**config.mk**
```make
export PLATFORM = sky130hd
export DESIGN_NAME = link_rst_gen
export DESIGN_NICKNAME = d
export VERILOG_FILES = /design/src/rtl/lrg_pkg.sv /design/src/rtl/lrg_evt_decode.sv /design/src/rtl/lrg_hold_timer.sv /design/src/rtl/lrg_cause_bank.sv /design/src/rtl/link_rst_gen.sv
export SDC_FILE = /design/constraint.sdc
export NUM_CORES = 1
export LEC_CHECK = 0
export ABC_AREA = 1
export BUFFER_PORTS_ARGS = -buffer_cell sky130_fd_sc_hd__buf_2
export CELL_PAD_IN_SITES_DETAIL_PLACEMENT = 1
export CELL_PAD_IN_SITES_GLOBAL_PLACEMENT = 2
export CORE_MARGIN = 8
export CORE_UTILIZATION = 29
export CTS_CLUSTER_DIAMETER = 80
export DETAILED_ROUTE_END_ITERATION = 10
export PLACE_DENSITY_LB_ADDON = 0.15
export SLEW_MARGIN = 15
export SYNTH_ARGS = -nofsm -noshare
export SYNTH_HDL_FRONTEND = slang
export SYNTH_HIERARCHICAL = 1
export SYNTH_SLANG_ARGS = --single-unit
```
**constraint.sdc**
```tcl
create_clock -name clk -period 3.75 [get_ports clk]
set_input_delay 1.125 -clock clk [delete_from_list [all_inputs] [get_ports clk]]
set_output_delay 1.125 -clock clk [all_outputs]
set_load 0.02 [all_outputs]
```
**src/rtl/lrg_pkg.sv**
```systemverilog
package lrg_pkg;
  localparam int NUM_CAUSE   = 7;
  localparam int NUM_LINK    = 3;
  localparam int CZ_DL_EXIT  = 0;
  localparam int CZ_HOT_EXIT = 1;
  localparam int CZ_L2_EXIT  = 2;
  localparam int CZ_CFG_PAR  = 3;
  localparam int CZ_RX_PAR   = 4;
  localparam int CZ_TX_TL    = 5;
  localparam int CZ_TX_DL    = 6;

  typedef logic [NUM_CAUSE-1:0] cause_vec_t;
endpackage

```
**src/rtl/lrg_evt_decode.sv**
```systemverilog
module lrg_evt_decode
  import lrg_pkg::*;
(
  input  logic       dl_exit_n,
  input  logic       hot_exit_n,
  input  logic       l2_exit_n,
  input  logic       cfg_perr,
  input  logic       rx_perr,
  input  logic [1:0] tx_perr,
  output cause_vec_t evt,
  output logic       link_trig,
  output logic       fatal
);
  logic [NUM_LINK-1:0] link_hit;

  always_comb begin
    link_hit[CZ_DL_EXIT]  = ~dl_exit_n;
    link_hit[CZ_HOT_EXIT] = ~hot_exit_n;
    link_hit[CZ_L2_EXIT]  = ~l2_exit_n;
  end

  always_comb begin
    evt                   = '0;
    evt[NUM_LINK-1:0]     = link_hit;
    evt[CZ_CFG_PAR]       = cfg_perr;
    evt[CZ_RX_PAR]        = rx_perr;
    evt[CZ_TX_TL]         = tx_perr[1];
    evt[CZ_TX_DL]         = tx_perr[0];
  end

  assign link_trig = |link_hit;
  // transaction-layer TX code alone is recoverable: packet already nullified
  assign fatal     = cfg_perr | rx_perr | tx_perr[0];
endmodule

```
**src/rtl/lrg_hold_timer.sv**
```systemverilog
module lrg_hold_timer #(
  parameter int HOLD = 32
) (
  input  logic clk,
  input  logic por_n,
  input  logic trig,
  output logic hold_o
);
  localparam int CW  = $clog2(HOLD + 1);
  localparam int KW  = $clog2(HOLD + 2);

  logic [CW-1:0] rem_q, rem_d;
  logic          hold_q;

  always_comb begin
    if (trig)
      rem_d = CW'(HOLD);
    else if (rem_q != '0)
      rem_d = rem_q - 1'b1;
    else
      rem_d = rem_q;
  end

  always_ff @(posedge clk or negedge por_n) begin
    if (!por_n) begin
      rem_q  <= CW'(HOLD);
      hold_q <= 1'b1;
    end else begin
      rem_q  <= rem_d;
      hold_q <= (rem_d != '0);
    end
  end

  assign hold_o = hold_q;

  // independent length counter used only by the checks below
  logic [KW-1:0] seen_q;
  always_ff @(posedge clk or negedge por_n) begin
    if (!por_n)
      seen_q <= KW'(1);
    else if (trig)
      seen_q <= KW'(1);
    else if (hold_q && (int'(seen_q) < HOLD + 1))
      seen_q <= seen_q + 1'b1;
  end


  trig_asserts_chk: assert property (@(posedge clk) disable iff (!por_n)
    trig |=> hold_q);

  hold_min_chk: assert property (@(posedge clk) disable iff (!por_n)
    $fell(hold_q) |-> (int'(seen_q) >= HOLD));

  stay_low_chk: assert property (@(posedge clk) disable iff (!por_n)
    (!hold_q && !trig) |=> !hold_q);
endmodule

```
**src/rtl/lrg_cause_bank.sv**
```systemverilog
module lrg_cause_bank #(
  parameter int N = 7
) (
  input  logic         clk,
  input  logic         por_n,
  input  logic [N-1:0] set_i,
  input  logic [N-1:0] clr_i,
  output logic [N-1:0] cause_o
);
  for (genvar i = 0; i < N; i++) begin : g_bit
    logic bit_q;
    always_ff @(posedge clk or negedge por_n) begin
      if (!por_n)
        bit_q <= 1'b0;
      else if (set_i[i])
        bit_q <= 1'b1;
      else if (clr_i[i])
        bit_q <= 1'b0;
    end
    assign cause_o[i] = bit_q;
  end


  cause_set_chk: assert property (@(posedge clk) disable iff (!por_n)
    (set_i != '0) |=> ((cause_o & $past(set_i)) == $past(set_i)));

  cause_clear_chk: assert property (@(posedge clk) disable iff (!por_n)
    ((clr_i & ~set_i) != '0) |=> ((cause_o & $past(clr_i & ~set_i)) == '0));

  no_spurious_chk: assert property (@(posedge clk) disable iff (!por_n)
    (set_i == '0) |=> ((cause_o & ~$past(cause_o)) == '0));
endmodule

```
**src/rtl/link_rst_gen.sv**
```systemverilog
module link_rst_gen
  import lrg_pkg::*;
#(
  parameter int MIN_HOLD = 32
) (
  input  logic                 clk,
  input  logic                 por_n,
  input  logic                 dl_exit_n,
  input  logic                 hot_exit_n,
  input  logic                 l2_exit_n,
  input  logic                 cfg_perr,
  input  logic                 rx_perr,
  input  logic [1:0]           tx_perr,
  input  logic [NUM_CAUSE-1:0] cause_clr,
  output logic                 app_rst,
  output logic                 core_rst_req,
  output logic [NUM_CAUSE-1:0] cause
);
  cause_vec_t evt;
  logic       link_trig;
  logic       fatal;
  logic       core_q;

  lrg_evt_decode u_dec (
    .dl_exit_n (dl_exit_n),
    .hot_exit_n(hot_exit_n),
    .l2_exit_n (l2_exit_n),
    .cfg_perr  (cfg_perr),
    .rx_perr   (rx_perr),
    .tx_perr   (tx_perr),
    .evt       (evt),
    .link_trig (link_trig),
    .fatal     (fatal)
  );

  lrg_hold_timer #(.HOLD(MIN_HOLD)) u_hold (
    .clk   (clk),
    .por_n (por_n),
    .trig  (link_trig),
    .hold_o(app_rst)
  );

  lrg_cause_bank #(.N(NUM_CAUSE)) u_cause (
    .clk    (clk),
    .por_n  (por_n),
    .set_i  (evt),
    .clr_i  (cause_clr),
    .cause_o(cause)
  );

  always_ff @(posedge clk or negedge por_n) begin
    if (!por_n)
      core_q <= 1'b0;
    else if (fatal)
      core_q <= 1'b1;
  end

  assign core_rst_req = core_q;


  core_sticky_chk: assert property (@(posedge clk) disable iff (!por_n)
    core_rst_req |=> core_rst_req);

  core_raise_chk: assert property (@(posedge clk) disable iff (!por_n)
    (cfg_perr || rx_perr) |=> core_rst_req);

  tl_nonfatal_chk: assert property (@(posedge clk) disable iff (!por_n)
    (tx_perr == 2'b10 && !cfg_perr && !rx_perr && !core_rst_req) |=> !core_rst_req);

  parity_no_app_chk: assert property (@(posedge clk) disable iff (!por_n)
    (!app_rst && dl_exit_n && hot_exit_n && l2_exit_n) |=> !app_rst);
endmodule

```
==> impl_metrics.json, run 1 <==
{
  "status": "complete, no violations",
  "async_flop_share_pct": 100,
  "grt_max_degree": 16,
  "whs_endpoint": "u_cause/g_bit[2].bit_q",
  "cts_tree": "built",
  "placed_area_um2": 921,
  "setup_slack_ns": 1.68,
  "drtAntennaViolNets": 0,
  "insertedDiodeCount": 0,
  "drt-total-wl_um": 1680,
  "worstMarginPinSlew_ns": 0.345,
  "finalMaxSlewViolations": 0,
  "floorplan.rows": 19,
  "crit_family": "flip-flops",
  "p_leak_nw": 0.575,
  "cts_buffers": 3,
  "io_buffers": 24,
  "ys_top_cells_by_count": "nand2_1 (29), inv_1 (27), dfrtp_1 (13)",
  "syn_to_final_growth_pct": 12.1,
  "root_buffer": "clkbuf_4",
  "r2r_cells": 9,
  "hpwl_um": 1470,
  "globalplace.congestion": 0.733,
  "yosysSeqAreaShare_pct": 44.7,
  "endpoint_kind": "primary output",
  "nets": 146,
  "synth-seq-cells": 15,
  "grt.overflow.total": 0,
  "cp_slowest_cell": "dfstp_2",
  "cts_setup_buffers": 0,
  "io_pins": 25,
  "die_w_um": 70.0,
  "wl_per_cell_um": 10.6,
  "synth_top_area_cell": "dfrtp_1",
  "yosysTopAreaCellShare_pct": 38.5,
  "floorplan.initialDensity_pct": 30.6,
  "grt_usage_pct": 7.23,
  "hold_viol": 0,
  "syn_area_um2": 845,
  "start_kind": "flop",
  "ir_drop_mv": 0.160,
  "drive_gt1_share_pct": 28.3,
  "whs_path_depth": 2,
  "critical_path_class": "flop to primary output",
  "synth_nets": 128,
  "p_per_area_nw_per_um2": 344,
  "synth_area_leaders": "dfrtp_1 (39%), nand2_1 (13%), inv_1 (12%), buf_4 (9.8%), dfstp_2 (6.2%)",
  "fp.dieH_um": 70.0,
  "antenna_found_initial": 0,
  "drtIter0Drc": 10,
  "via_per_inst": 4.16,
  "relSlewSlack_pct": 77.0,
  "synth_edf_count": 0,
  "fin_skew_ns": 0.00582,
  "grt_pass1_vias": 720,
  "hold_start": "u_cause/g_bit[2].bit_q",
  "r2r_setup_slack_ns": 2.37,
  "place_ws_ns": 1.87,
  "clockBufferDepth": 2,
  "vias": 657,
  "clock_sinks": 15,
  "fmax_ghz": 0.482,
  "hold_class": "flop to flop",
  "dr.pass1.iters": 4,
  "grt_pass1_wl_um": 3010,
  "slowest_delay_ns": 0.53,
  "ctsHoldBuffers": 0,
  "crit_buf_inv": 1,
  "worstReg2RegStart": "u_hold/rem_q[0]",
  "yosysMostFrequentCell": "nand2_1",
  "ys.flop_type": "dfrtp_1",
  "clk_latency_ns": 0.27,
  "fin_area_um2": 947,
  "finalCriticalPeriod_ns": 2.07,
  "worstPathMaxFanout": 1,
  "ys_warn_count": 6,
  "regToRegEndpoint": "u_hold/hold_o",
  "synth_cell_types": 18,
  "timing.setup.tns_ns": 0,
  "arrival_ns": 0.95,
  "path_cells": "buf_2",
  "htreeDepth": 1,
  "drc": 0,
  "avgSynthCellArea_um2": 7.68,
  "core_um2": 2760,
  "min_period_over_period_pct": 55.3,
  "final-setup-viol-count": 0,
  "path_clk_slew_ns": 0.09,
  "netlist_instances": 110,
  "cts_resized": 0,
  "dieArea_um2": 4900,
  "rsz0062_at_grt": "false",
  "cap_violations": 0,
  "cp.required_ns": 2.62
}
placed cells by master, fill, tap and decap left out, types with 2 or more instances in the layout:
| cell type | n |
|---|---|
| inv_1 | 27 |
| nand2_1 | 29 |
| nor2_1 | 9 |
| clkbuf_4 | 3 |
| dfrtp_1 | 13 |
| nand2_2 | 2 |
| buf_2 | 24 |
| nand3_1 | 5 |
| nor2_2 | 2 |
| ha_1 | 2 |
| dfstp_2 | 2 |
cell type report:
cell class | instances | area [um2]
fill | 364 | 1810
multi-input combinational | 56 | 279
tap | 31 | 38.8
sequential | 15 | 378
timing repair buffer | 24 | 120
clock buffer | 4 | 26.3
inverter | 28 | 105
logic make-up (layout without fill, tap and decap cells):
kind of cell	after synthesis	after routing	share of synthesized area, %
AOI/OAI and AO/OA	1	1	0.592
xor gates and xnor gates	1	1	1.04
and+or+nand+nor	52	52	28.4
buffers and inverters	39	56	22.2
DFF	15	15	44.7
adders and majority gates	2	2	2.96
registers in the layout, summed over array words and instances (netlist names):
| name | cells |
|---|---|
| u_cause/g_bit.bit_q | 7 |
| u_hold/hold_o | 1 |
| u_hold/rem_q | 6 |
| core_rst_req | 1 |
power breakdown:
group | leakage (nW) | internal [mW] | switching [mW] | total, mW
logic | 0.387 | 0.0228 | 0.0369 | 0.0597
registers | 0.173 | 0.170 | 0.00590 | 0.176
clock network | 0.0150 | 0.0412 | 0.0490 | 0.0902
worst max path at each step:
stage	start	to	slack, ns	cells after the start
6_report	u_hold/hold_o	app_rst	1.68	1
5_1_grt	u_hold/hold_o	app_rst	1.64	1
4_1_cts	u_hold/hold_o	app_rst	1.65	1
3_5_place_dp	l2_exit_n	u_hold/hold_o	1.87	9
3_3_place_gp	l2_exit_n	u_hold/hold_o	1.91	9
2_1_floorplan	u_hold/hold_o	app_rst	2.07	0
metrics by stage:
| stage | utilization (%) | instances | total power, mW | hold WS [ns] |
|---|---|---|---|---|
| 6_report | 34.3 | 158 | 0.326 | 0.470 |
| 5_1_grt | 34.3 | 158 | 0.350 | 0.504 |
| 4_1_cts | 34.3 | 158 | 0.333 | 0.477 |
| 3_5_place_dp | 33.4 | 154 | 0.241 | 0.453 |
| 3_3_place_gp | 33.4 | 154 | 0.239 | 0.442 |
| 2_1_floorplan | - | 110 | 0.226 | 0.442 |
layer usage:
layer,track usage [%],up-vias,wire length (um)
li1,-,342,-
met1,8.57,298,761
met2,12.0,15,834
met3,2.12,2,70
met4,2.68,0,12
met5,0,-,0
Note: power is estimated with default switching activity, not from simulation.
==> run 2, diff against run 1 <==
Settings changed: CORE_UTILIZATION 29 to 24.
Clock period 3.75 ns to 1.75 ns, I/O delays scaled along.
==> impl_metrics.json, run 2 (synthesis gave the netlist of run 1 again) <==
{
  "drive_gt1_share_pct": 29.1,
  "critical_path_class": "flop to primary output",
  "top_register": "u_cause/g_bit.bit_q",
  "grt_pass1_vias": 719,
  "status": "complete, no violations",
  "globalplace.congestion": 0.707,
  "floorplan.rows": 21,
  "ctsHoldBuffers": 0,
  "fmax_ghz": 0.673,
  "worstPathMaxFanout": 1,
  "io_buffers": 24,
  "instances_no_fill": 173,
  "grt_usage_pct": 7.14,
  "antenna_found_initial": 0,
  "slowest_delay_ns": 0.52,
  "nets": 146,
  "min_period_over_period_pct": 85.0,
  "dpl.cell_count": 169,
  "placed_area_um2": 940,
  "mostFrequentLayoutCells": "nand2_1 (29), inv_1 (27), buf_2 (24)",
  "insertedDiodeCount": 0,
  "cts_buffers": 3,
  "start_kind": "flop",
  "grt.overflow.total": 0,
  "largest_reg_flops": 7,
  "grt_pass1_wl_um": 3050,
  "io_pins": 25,
  "clock_sinks": 15,
  "use_met3_pct": 2.11,
  "fp.dieH_um": 75.3,
  "timing.setup.tns_ns": 0,
  "htreeDepth": 1,
  "dr.pass1.iters": 4,
  "hold_class": "input port to asynchronous set/reset pin",
  "relSlewSlack_pct": 76.9,
  "rsz0062_at_grt": "false",
  "final-setup-viol-count": 0,
  "syn_to_final_growth_pct": 14.5,
  "clockBufferDepth": 2,
  "drtIter0Drc": 14,
  "drt-total-wl_um": 1680,
  "wl_per_cell_um": 9.72,
  "root_buffer": "clkbuf_4",
  "mostFrequentLayoutCell": "nand2_1",
  "core_um2": 3360,
  "ir_drop_mv": 0.197,
  "r2r_setup_slack_ns": 0.42,
  "endpoint_kind": "primary output",
  "grt_use_met2_pct": 11.1,
  "grt_max_degree": 16,
  "cap_violations": 0,
  "clk_latency_ns": 0.28,
  "crit_buf_inv": 1,
  "floorplan.initialDensity_pct": 25.1,
  "p_total_uw": 701,
  "hpwl_um": 1430,
  "worstMarginPinSlew_ns": 0.346,
  "cts_tree": "built",
  "busiest_layer": "met2",
  "finalMaxSlewViolations": 0,
  "drtAntennaViolNets": 0,
  "p_leak_nw": 0.578,
  "cts_setup_buffers": 0,
  "cp_slowest_cell": "dfstp_2",
  "p_per_area_nw_per_um2": 725,
  "finalCriticalPeriod_ns": 1.49,
  "fin_area_um2": 967,
  "grt_use_met1_pct": 8.62,
  "vias": 645,
  "cp.required_ns": 1.22,
  "via_per_inst": 3.73,
  "largest_registers": "u_cause/g_bit.bit_q x7, u_hold/rem_q x6",
  "hold_viol": 0,
  "crit_family": "flip-flops",
  "dieArea_um2": 5670,
  "arrival_ns": 0.96,
  "path_clk_slew_ns": 0.10,
  "fin_skew_ns": 0.00647,
  "drc": 0,
  "path_cells": "buf_2",
  "cts_resized": 0,
  "die_w_um": 75.3
}
-- run 2: changes by cell type in the layout (fill, tap and decap cells not counted) --
cell,change
clkbuf_1,-1
clkinv_2,+1
-- run 2: per-stage QoR --
| stage | utilization (%) | setup WS, ns | hold slack (ns) |
|---|---|---|---|
| finish | 28.8 | 0.263 | 0.132 |
| global route | 28.8 | 0.206 | 0.132 |
| CTS | 28.8 | 0.241 | 0.136 |
| detailed placement | 27.9 | 0.391 | 0.452 |
| global placement | 27.9 | 0.433 | 0.441 |
| floorplan | - | 0.529 | 0.229 |
-- run 2: worst paths after layout --
kind                                       from                      to  cells after the start
worst min-delay path                      por_n  u_cause/g_bit[3].bit_q                      1
worst max register to register  u_hold/rem_q[0]           u_hold/hold_o                      9
max in group asynchronous                 por_n         u_hold/rem_q[5]                      1
min in group clk                     tx_perr[1]  u_cause/g_bit[5].bit_q                      3
worst max-delay path              u_hold/hold_o                 app_rst                      1
worst min register to register     core_rst_req            core_rst_req                      2
-- run 2: power breakdown --
| group | internal (mW) | switching (mW) |
|---|---|---|
| clock network | 0.0847 | 0.112 |
| registers | 0.365 | 0.0122 |
| logic | 0.0487 | 0.0782 |
-- run 2: layout make-up --
class	count	area, um2
fillers	452	2400
inverters	28	105
flip-flops and latches	15	378
clock inverters	1	5.00
well taps	46	57.6
repair buffers	24	120
multi-input cells	56	279
clock buffers	3	22.5
-- run 2: routing by layer --
metal  share of wire, %  up-vias
met2                 49       15
met4                1.1        0
met5                  0        -
met3                4.1        2
li1                   -      341
met1                 45      287
==> run 3, diff against run 2 <==
Settings changed: ABC_AREA 1 to 0, CORE_UTILIZATION 24 to 29.
Clock period 1.75 ns to 1.48 ns, I/O delays scaled along.
==> impl_metrics.json, run 3 <==
{
  "final-setup-viol-count": 1,
  "p_int_uw": 631,
  "floorplan.rows": 18,
  "cap_violations": 0,
  "dpl.cell_count": 130,
  "synth_area_leaders": "dfrtp_1 (43%), buf_4 (12%), a21o_1 (7.0%), dfstp_2 (7.0%), inv_1 (6.0%)",
  "finalCriticalPeriod_ns": 1.64,
  "clock_sinks": 15,
  "drt-total-wl_um": 1750,
  "setup_slack_ns": -0.163,
  "ys_warn_count": 6,
  "multi_input_area_um2": 280,
  "path_clk_slew_ns": 0.09,
  "fillers": 301,
  "via_per_inst": 4.36,
  "synth_edf_count": 0,
  "wl_met3_um": 163,
  "floorplan.initialDensity_pct": 30.4,
  "ys_top_cells_by_count": "dfrtp_1 (13), buf_4 (12), inv_1 (12)",
  "root_buffer": "clkbuf_4",
  "dieArea_um2": 4480,
  "dr.max_layer_used": "met4",
  "grt_pass1_vias": 669,
  "yosysTopAreaCellShare_pct": 43.2,
  "grt_max_degree": 16,
  "p_switching_uw": 239,
  "drc": 0,
  "clkPwrFrac_pct": 27.4,
  "drtAntennaViolNets": 0,
  "timing.setup.tns_ns": -0.163,
  "drive_gt1_share_pct": 54.2,
  "vias": 597,
  "ys.flop_type": "dfrtp_1",
  "seqPwrFrac_pct": 51.1,
  "worstMarginPinSlew_ns": 0.343,
  "worstSetupEndpoint": "u_hold/hold_o",
  "io_buffers": 24,
  "insertedDiodeCount": 0,
  "p_comb_share_pct": 21.5,
  "endpoint_kind": "flop",
  "largest_registers": "u_cause/g_bit.bit_q x7, u_hold/rem_q x6",
  "hold_viol": 0,
  "relSlewSlack_pct": 77.1,
  "dr_wl_met2_um": 889,
  "grt_usage_pct": 8.87,
  "hold_class": "input port to asynchronous set/reset pin",
  "rsz0062_at_grt": "true",
  "drtIter0Drc": 5,
  "yosysSeqAreaShare_pct": 50.2,
  "regToRegEndpoint": "u_hold/hold_o",
  "slowest_delay_ns": 0.47,
  "grt.overflow.total": 0,
  "wl_per_cell_um": 12.8,
  "r2r_setup_slack_ns": -0.16,
  "grt_pass1_wl_um": 2950,
  "p_per_area_nw_per_um2": 843,
  "mostFrequentLayoutCell": "buf_2",
  "htreeDepth": 1,
  "cp_slowest_cell": "or4b_1",
  "p_sw_share_pct": 27.4,
  "yosysMostFrequentCell": "dfrtp_1",
  "mostFrequentLayoutCells": "buf_2 (24), buf_4 (19), dfrtp_1 (13)",
  "finalMaxSlewViolations": 0,
  "netlist_instances": 72,
  "synth_cell_types": 22,
  "io_pins": 25,
  "dr.pass1.iters": 4,
  "largest_reg_flops": 7,
  "syn_area_um2": 753,
  "cts_buffers": 3,
  "synth_nets": 90,
  "nets": 126,
  "synth-seq-cells": 15,
  "avgSynthCellArea_um2": 10.5,
  "syn_to_final_growth_pct": 36.9,
  "globalplace.congestion": 0.787,
  "synth_top_area_cell": "dfrtp_1",
  "critical_path_class": "flop to flop",
  "worstPathMaxFanout": 4,
  "violations": "negative setup slack",
  "cts_tree": "built",
  "async_flop_share_pct": 100,
  "ctsHoldBuffers": 0,
  "m1WireLength_um": 679,
  "ir_drop_mv": 0.460,
  "core_um2": 2480,
  "status": "complete, but fails checks",
  "fin_skew_ns": 0.00244,
  "p_leak_nw": 0.542,
  "cp.required_ns": 1.69,
  "path_cells": "inv_2 -> ha_2 -> nor4_1 -> a221o_1 -> or4b_1",
  "regArea_um2": 378,
  "p_total_uw": 869,
  "start_kind": "flop",
  "arrival_ns": 1.85,
  "min_period_over_period_pct": 111,
  "antenna_found_initial": 0,
  "hpwl_um": 1380,
  "crit_path_start": "u_hold/rem_q[1]",
  "fmax_ghz": 0.609,
  "clockBufferDepth": 2,
  "clk_latency_ns": 0.29,
  "worstReg2RegStart": "u_hold/rem_q[1]",
  "whs_ns": 0.0425,
  "instances_no_fill": 137,
  "r2r_cells": 5,
  "fp.dieH_um": 67.0,
  "top_register": "u_cause/g_bit.bit_q",
  "die_w_um": 67.0
}
[run 3: cell count changes after synthesis, moves of 3 or more]
cell / previous run / this run
nand3_1: 5 / 1
xnor2_1: 1 / 4
nand2_1: 29 / 1
nor3_1: 1 / 4
a21o_1: 0 / 7
inv_1: 27 / 12
nor2_1: 9 / 3
[run 3: final cells by class]
class | count | share of cell area (%)
clock buffer | 3 | 2.18
clock inverter | 1 | 0.485
inverter | 12 | 4.37
multi-input combinational | 33 | 27.2
sequential | 15 | 36.7
tap | 30 | 3.64
timing repair buffer | 43 | 25.5
[run 3: routing by layer]
layer / up-vias / track usage, %
li1: 296 / -
met1: 283 / 8.68
met2: 16 / 15.8
met3: 2 / 4.36
met4: 0 / 3.13
met5: - / 0
[run 3: logic make-up after synthesis]
group	share of synthesized area, %
fa+ha+maj	3.32
buf+inv	17.9
simple gates	13.5
flops	50.2
compound gates	10.5
xor+xnor	4.65
[run 3: per-stage QoR]
| step | worst slack (ns) | utilization [%] | area [um2] |
|---|---|---|---|
| detailed placement | -0.225 | 38.2 | 946 |
| floorplan | -0.114 | - | 758 |
| global placement | -0.158 | 38.2 | 946 |
| CTS | -0.156 | 41.1 | 1020 |
| finish | -0.163 | 41.6 | 1030 |
| global route | -0.229 | 41.6 | 1030 |
[run 3: critical path, delay by kind of cell (launching register included)]
family	cells	cell delay, ns
simple gates	2	0.52
flops	1	0.42
compound gates	1	0.32
fa+ha+maj	1	0.19
buf+inv	1	0.11
[run 3: worst min-delay path by stage]
| stage | slack (ns) | cells after the start | from | to |
|---|---|---|---|---|
| 2_1_floorplan | 0.15 | 0 | por_n | core_rst_req |
| 3_3_place_gp | 0.37 | 1 | por_n | u_cause/g_bit[2].bit_q |
| 3_5_place_dp | 0.38 | 1 | por_n | u_cause/g_bit[2].bit_q |
| 4_1_cts | 0.05 | 1 | por_n | u_cause/g_bit[2].bit_q |
| 5_1_grt | 0.05 | 1 | por_n | u_cause/g_bit[2].bit_q |
| 6_report | 0.04 | 1 | por_n | u_cause/g_bit[2].bit_q |
[run 3: power groups by stage]
stage / Sequential [mW] / Clock (mW) / Combinational [mW]
finish: 0.444 / 0.238 / 0.187
global route: 0.447 / 0.271 / 0.206
floorplan: 0.452 / 0 / 0.106
detailed placement: 0.452 / 0 / 0.173
CTS: 0.444 / 0.255 / 0.187
global placement: 0.451 / 0 / 0.170
[run 3: timing repair]
| action | 4_1_cts | 5_1_grt |
|---|---|---|
| pin swaps | 3 | 0 |
| endpoints found under the setup margin | 1 | 2 |
| buffers inserted | 2 | 1 |
| endpoints found under the hold margin | 0 | 0 |
| resized for setup | 7 | 1 |
| cloned | 0 | 0 |
